[config.mk]
export PLATFORM = sky130hd
export DESIGN_NAME = dma_hs_chan
export DESIGN_NICKNAME = d
export VERILOG_FILES = /design/src/rtl/dma_hs_chan.sv
export SDC_FILE = /design/constraint.sdc
export NUM_CORES = 2
export LEC_CHECK = 0
export ABC_AREA = 0
export BUFFER_PORTS_ARGS = -buffer_cell sky130_fd_sc_hd__buf_2
export CAP_MARGIN = 20
export CORE_UTILIZATION = 49
export DETAILED_ROUTE_END_ITERATION = 12
export PLACE_DENSITY = 0.67
export SLEW_MARGIN = 10
export SYNTH_ARGS = -nofsm -noshare
export SYNTH_HDL_FRONTEND = slang
export SYNTH_SLANG_ARGS = --single-unit
[constraint.sdc]
create_clock -name clk -period 2.73 [get_ports clk]
set_input_delay 0.1365 -clock clk [delete_from_list [all_inputs] [get_ports clk]]
set_output_delay 0.1365 -clock clk [all_outputs]
set_load 0.01 [all_outputs]
[src/rtl/dma_hs_chan.sv]
module dma_hs_chan #(
  parameter int AW = 8,
  parameter int CW = 8
) (
  input  logic          clk,
  input  logic          rst_n,
  input  logic          slave_mode,
  input  logic          start,
  input  logic          dir_in,
  input  logic [AW-1:0] addr_in,
  input  logic [CW-1:0] count_in,
  input  logic          irq_en,
  input  logic [AW-1:0] cpu_addr,
  input  logic          cs_n,
  input  logic          rd_n,
  input  logic          wr_n,
  input  logic          dack_n,
  input  logic [7:0]    din,
  output logic          dreq_n,
  output logic [7:0]    dout,
  output logic          dout_en,
  output logic          done,
  output logic          irq
);
  localparam int DEPTH = 1 << AW;

  logic [7:0]    mem [DEPTH];
  logic [AW-1:0] cur;
  logic [CW-1:0] cnt;
  logic          active, dir_q, stb_q;

  wire cpu_sel = !cs_n && dack_n;
  wire stb_now = slave_mode && active && !dack_n && (dir_q ? !rd_n : !wr_n);
  wire step    = stb_q && !stb_now;
  wire ram_we  = (cpu_sel && !wr_n) || (stb_now && !dir_q);
  wire [AW-1:0] ram_a = cpu_sel ? cpu_addr : cur;

  assign dout    = mem[ram_a];
  assign dout_en = (cpu_sel && !rd_n) || (stb_now && dir_q);
  assign dreq_n  = !active;
  assign irq     = done && irq_en;

  always_ff @(posedge clk)
    if (ram_we) mem[ram_a] <= din;

  always_ff @(posedge clk) begin
    if (!rst_n) begin
      active <= 1'b0;
      done   <= 1'b0;
      dir_q  <= 1'b0;
      stb_q  <= 1'b0;
      cur    <= '0;
      cnt    <= '0;
    end else begin
      stb_q <= stb_now;
      if (!slave_mode) begin
        active <= 1'b0;
      end else if (start) begin
        cur    <= addr_in;
        cnt    <= count_in;
        dir_q  <= dir_in;
        active <= (count_in != '0);
        done   <= (count_in == '0);
        stb_q  <= 1'b0;
      end else if (step) begin
        cur <= cur + 1'b1;
        cnt <= cnt - 1'b1;
        if (cnt == CW'(1)) begin
          active <= 1'b0;
          done   <= 1'b1;
        end
      end
    end
  end

  p_req_on_start_r2: assert property (@(posedge clk) disable iff (!rst_n)
    (start && slave_mode && count_in != '0) |=> !dreq_n);
  p_zero_count_r6: assert property (@(posedge clk) disable iff (!rst_n)
    (start && slave_mode && count_in == '0) |=> (done && dreq_n));
  p_host_idle_r7: assert property (@(posedge clk) disable iff (!rst_n)
    !slave_mode |=> dreq_n);
  p_done_quiet_r5: assert property (@(posedge clk) disable iff (!rst_n)
    done |-> dreq_n);
  p_last_byte_r5: assert property (@(posedge clk) disable iff (!rst_n)
    (step && slave_mode && !start && cnt == CW'(1)) |=> (done && dreq_n));
  p_drive_read_r4: assert property (@(posedge clk) disable iff (!rst_n)
    dout_en |-> !rd_n);
endmodule

Yosys cells after proc, flatten, opt, wreduce, memory -nomap -nowiden --
Memory sizes are Yosys's and may differ from the RTL's. Cells that the tools add are included.
Storage, ports and cells: output and inout bits 12, memory bits (writable) 2048, memories 1, logic and storage cells 54, flip-flop bits (word level) 20, input bits 42
Cells by class: add/sub/neg operators 2, reduce and logical (&&, ||, !) cells 28, multiplexer cells 16, equal/unequal tests 1
Memories:
- mem | words 256, width 8, read ports 1, clocked after Yosys merged registers in 0, wr ports 1, line 27 | logic [7:0] mem [DEPTH];
Operators with widths (count):
- $mux W8 | 5
- $mux W1 | 11
- $logic_and A1 B1 Y1 | 10
- $add A8 B1 Y8 const B | 1
- $eq A8 B1 Y1 const B | 1
- $logic_not A8 Y1 | 1
- $reduce_and A2 Y1 | 4
- $reduce_bool A8 Y1 | 1
- $sub A8 B1 Y8 const B | 1
- $logic_not A1 Y1 | 7
- $reduce_bool A2 Y1 | 2
- $reduce_and A3 Y1 | 1
- $logic_or A1 B1 Y1 | 2

Logic depth before layout (Yosys ltp) --
depth after elaboration 7, mapped depth 11, depth with buffers taken out 8

Worst setup path before layout --
No wires, ideal clock.
path type register to register, start point register cur[0], end point memory mem[103][0] (enable), arrival time 2603 ps, data required time 2360 ps, setup time 370 ps, path buffers 5, path slack -243 ps, cell stages (with the launch flop) 11, clock period less this slack 2973 ps, cell sequence dfxtp_1 -> clkbuf_1 -> nand2_1 -> mux2i_2 -> buf_2 -> buf_2 -> buf_2 -> nor2b_1 -> nand2_1 -> clkbuf_1 -> nor2_1
On the way: longest elaborated chain between the ends 1
Ends and longest elaborated chain:
- start, declared | line 28 | logic [AW-1:0] cur;
- start signal, assigned | line 59 | cur <= addr_in;
- start signal, assigned | line 66 | cur <= cur + 1'b1;
- $mux W8 | line 36 | wire [AW-1:0] ram_a = cpu_sel ? cpu_addr : cur;
- end, declared | line 27
No other way between the ends.

Worst setup path in the final report --
start point register cur[1], end point output port dout[6]
On the way: longest elaborated chain between the ends 2
Ends and longest elaborated chain:
- $mux W8 | line 36
- $mem_v2 Z256 W8
- end, declared | line 20 | output logic [7:0] dout,
No other way between the ends.

==> results.md <==
- WP data arrival: 4130 ps
- Seq/Total Area, Yosys: 80.7%
- FMAX: 234 MHz
- Worst setup margin: -1530 ps
- Status: finished, violations left
- Drt total wl: 214000 um
- Grt ovf: 0
- DR WL/cell: 30.0 um
- DRC Markers: 0
- Row Count: 144
- Peak supply drop: 0.596 mV
- Initial DRC count: 5686
- Num ports: 54
- TritonRoute pass-1 iters: 5
- Post-synth ARST share: 0%
- Commonest non-fill, non-tap cell in the layout: edfxtp_1
- Post-synth top flop: edfxtp_1
- H-tree depth: 4
- Hold Vio Cnt, Final: 0
- Max Slew Vio Count: 0
- Post-Syn Area: 76700 um^2
- Largest net degree at the start of global routing: 103
- Max Clock Skew: 46.8 ps
- Hold Path Class: input pin to flip-flop
- Setup TNS: -11730 ps
- RSZ-0062 raised after global routing: yes
- Worst endpoint required time: 2590 ps
- IO buf count: 53
- Clock Latency Late Sink: 850 ps
- Clock sinks: 2068
- Dpl cells: 6709
- Crit Path Class: flip-flop to primary output
- Yosys warns: 0
- Synth Instances: 4254
- Dpl cell area: 86400 um^2
- Finished Cell Area: 95900 um^2
- Failing checks: negative setup slack
- FF-to-FF path depth: 12
- Worst Hold End: mem[124][5]
- Nets: 4983
- Max-Slew Margin vs Limit: 49.9%
- Area Growth Syn to Fin: 25.0%
- Worst-Margin Slew: 751 ps
- Overall Power: 66800 uW
- Non-Filler Instances: 7140
- Share of cells above drive strength 1: 29.6%
- R2r endpoint: mem[110][1]
- Critical path cell sequence: inv_6, a31o_4, buf_12, buf_4, buf_16, a22o_1, a221oi_2, o22ai_1, nor4_4, a21oi_4, a2111o_1, buf_2
- P_leak: 0.0307 uW
- Syn Nets: 4299
- Number of antenna violations at the first check in global routing: 3
- Clock Pin Slew Worst Setup and Hold Paths: 60 ps
- Vias in the first global route: 45100
- Tot GR Track Use: 26.7%
- Hold_sp: din[5]
- Total CTS buffers: 195
- Comb power frac: 8.9%
- Hold path depth: 2
- Clock tree from TritonCTS: yes
- Post-route ant nets: 0
- WHS: 195 ps
- Die height: 398 um
- Die ar.: 158000 um^2
- Root Buffer: clkbuf_16
- Power share of the clock group: 38.8%
- Setup violations, final: 8
- Crit start category: flip-flop
- Vias: 46400
- Fin crit share: 156%
- Setup crit end kind: primary output
- Sequential share of power: 52.3%
- Crit-path max cell delay: 500 ps
- Synth unique cells: 53
- Crit-path slowest cell: nor4_4
- Yosys reg bits: 2068
- Fillers: 10400
- Sw Ratio: 22.5%
- Cell Pwr Density: 697 nW/um^2
- Max-cap violations: 0
- Core Area: 155000 um^2
- First-pass GRT wire length: 309000 um
- Maximum root-to-sink buffer count: 3
- Critical path peak fanout: 8
- GP Congestion: 0.891
- Most frequent cells in the layout: 2048 x edfxtp_1, 520 x buf_4, 508 x a22o_1
- Cell-internal power: 51700 uW
- Number of vias per cell: 6.49
- DIE WIDTH: 398 um
- Min Tclk post-route: 4260 ps
- Hpwl dp: 130000 um
- R2R Setup Slk: 30 ps
- Switching power: 15000 uW
- RR Startpoint: cur[1]
- Post-synth EDFFs: 2048
- Initial core utilization: 49.5%
- Synth Area per Inst: 18.0 um^2
-- critical path, delay by kind of cell, from the launching register on --
family | cells | cell delay [ps]
and+or+nand+nor | 1 | 500
AOI/OAI and AO/OA | 6 | 1660
buffers and inverters | 5 | 740
DFF | 1 | 390
-- power groups by stage --
stage / Sequential [uW] / Clock, uW / Combinational, uW
2_1_floorplan: 35600 / 0 / 2290
3_3_place_gp: 35600 / 0 / 5020
3_5_place_dp: 35600 / 0 / 5080
4_1_cts: 34900 / 26100 / 5590
5_1_grt: 34900 / 27300 / 6200
6_report: 34900 / 25900 / 5950
-- per-stage QoR --
stage | util (%) | setup WS (ps)
2_1_floorplan | - | -98.3
5_1_grt | 61.9 | -1590
4_1_cts | 61.1 | -1460
3_3_place_gp | 55.8 | -1550
3_5_place_dp | 55.8 | -1540
6_report | 61.9 | -1530
-- how the worst max path moves through the flow --
| stage | endpoint | from | cells after the start | slack, ps |
|---|---|---|---|---|
| after detailed placement | dout[5] | dack_n | 14 | -1540 |
| after floorplan | mem[200][0] | cpu_addr[1] | 9 | -100 |
| after global routing | dout[5] | cur[1] | 15 | -1590 |
| final | dout[6] | cur[1] | 12 | -1530 |
| after global placement | dout[5] | dack_n | 14 | -1550 |
| after CTS | dout[2] | cur[1] | 12 | -1460 |
-- state kept, by name (all words and copies together), names as in the netlist --
register  count
cnt           8
mem        2048
active        1
done          1
cur           8
dir_q         1
stb_q         1
-- synth_stat cells (all sizes together) (9+ instances only) --
library cell  instances  area, um^2
o22ai               256        1600
a22o                512        4480
dfxtp                20         400
clkbuf              213         800
edfxtp             2048       61500
inv                  11        41.3
buf                 111         526
o21ai                15        75.1
a21boi               10        75.1
nand3                 9        45.0
a221oi              512        4480
nor2                278        1040
nand2                70         263
a21oi                31         155
nor4                 68         425
-- kinds of logic after synthesis --
| logic type | Yosys count | share of synthesized area, % |
|---|---|---|
| mux | 7 | 0.104 |
| simple gates | 465 | 2.67 |
| fa+ha+maj | 3 | 0.0490 |
| flops | 2068 | 80.7 |
| compound gates | 1376 | 14.7 |
| buf+inv | 335 | 1.78 |
-- per-layer routing --
layer | routed length [um] | part of all wire (%) | track usage, % | up-vias
li1 | - | - | - | 19600
met5 | 13 | 0.0061 | 0 | -
met2 | 102000 | 47 | 41.8 | 2417
met3 | 20400 | 9.5 | 4.87 | 451
met4 | 8470 | 4.0 | 10.2 | 2
met1 | 83700 | 39 | 37.5 | 23900
-- layout make-up --
type	instances	area (um^2)	share of cell area (%)
flip-flops and latches	2068	61900	64.6
multi-input cells	1852	16700	17.5
repair buffers	810	8540	8.91
clock buffers	248	5170	5.40
well taps	2044	2560	2.67
clock inverters	105	896	0.935
inverters	11	46.3	0.0483
diodes	2	5.00	0.00522
-- what timing repair did --
action                                 4_1_cts  5_1_grt
pin swaps                                   67       55
endpoints found under the hold margin      817        0
hold buffers                                43        0
cloned                                       9        9
buffers inserted                             9       12
resized for setup                          244      142
setup endpoints to repair                   52      165
(Power assumes the default switching activity.)
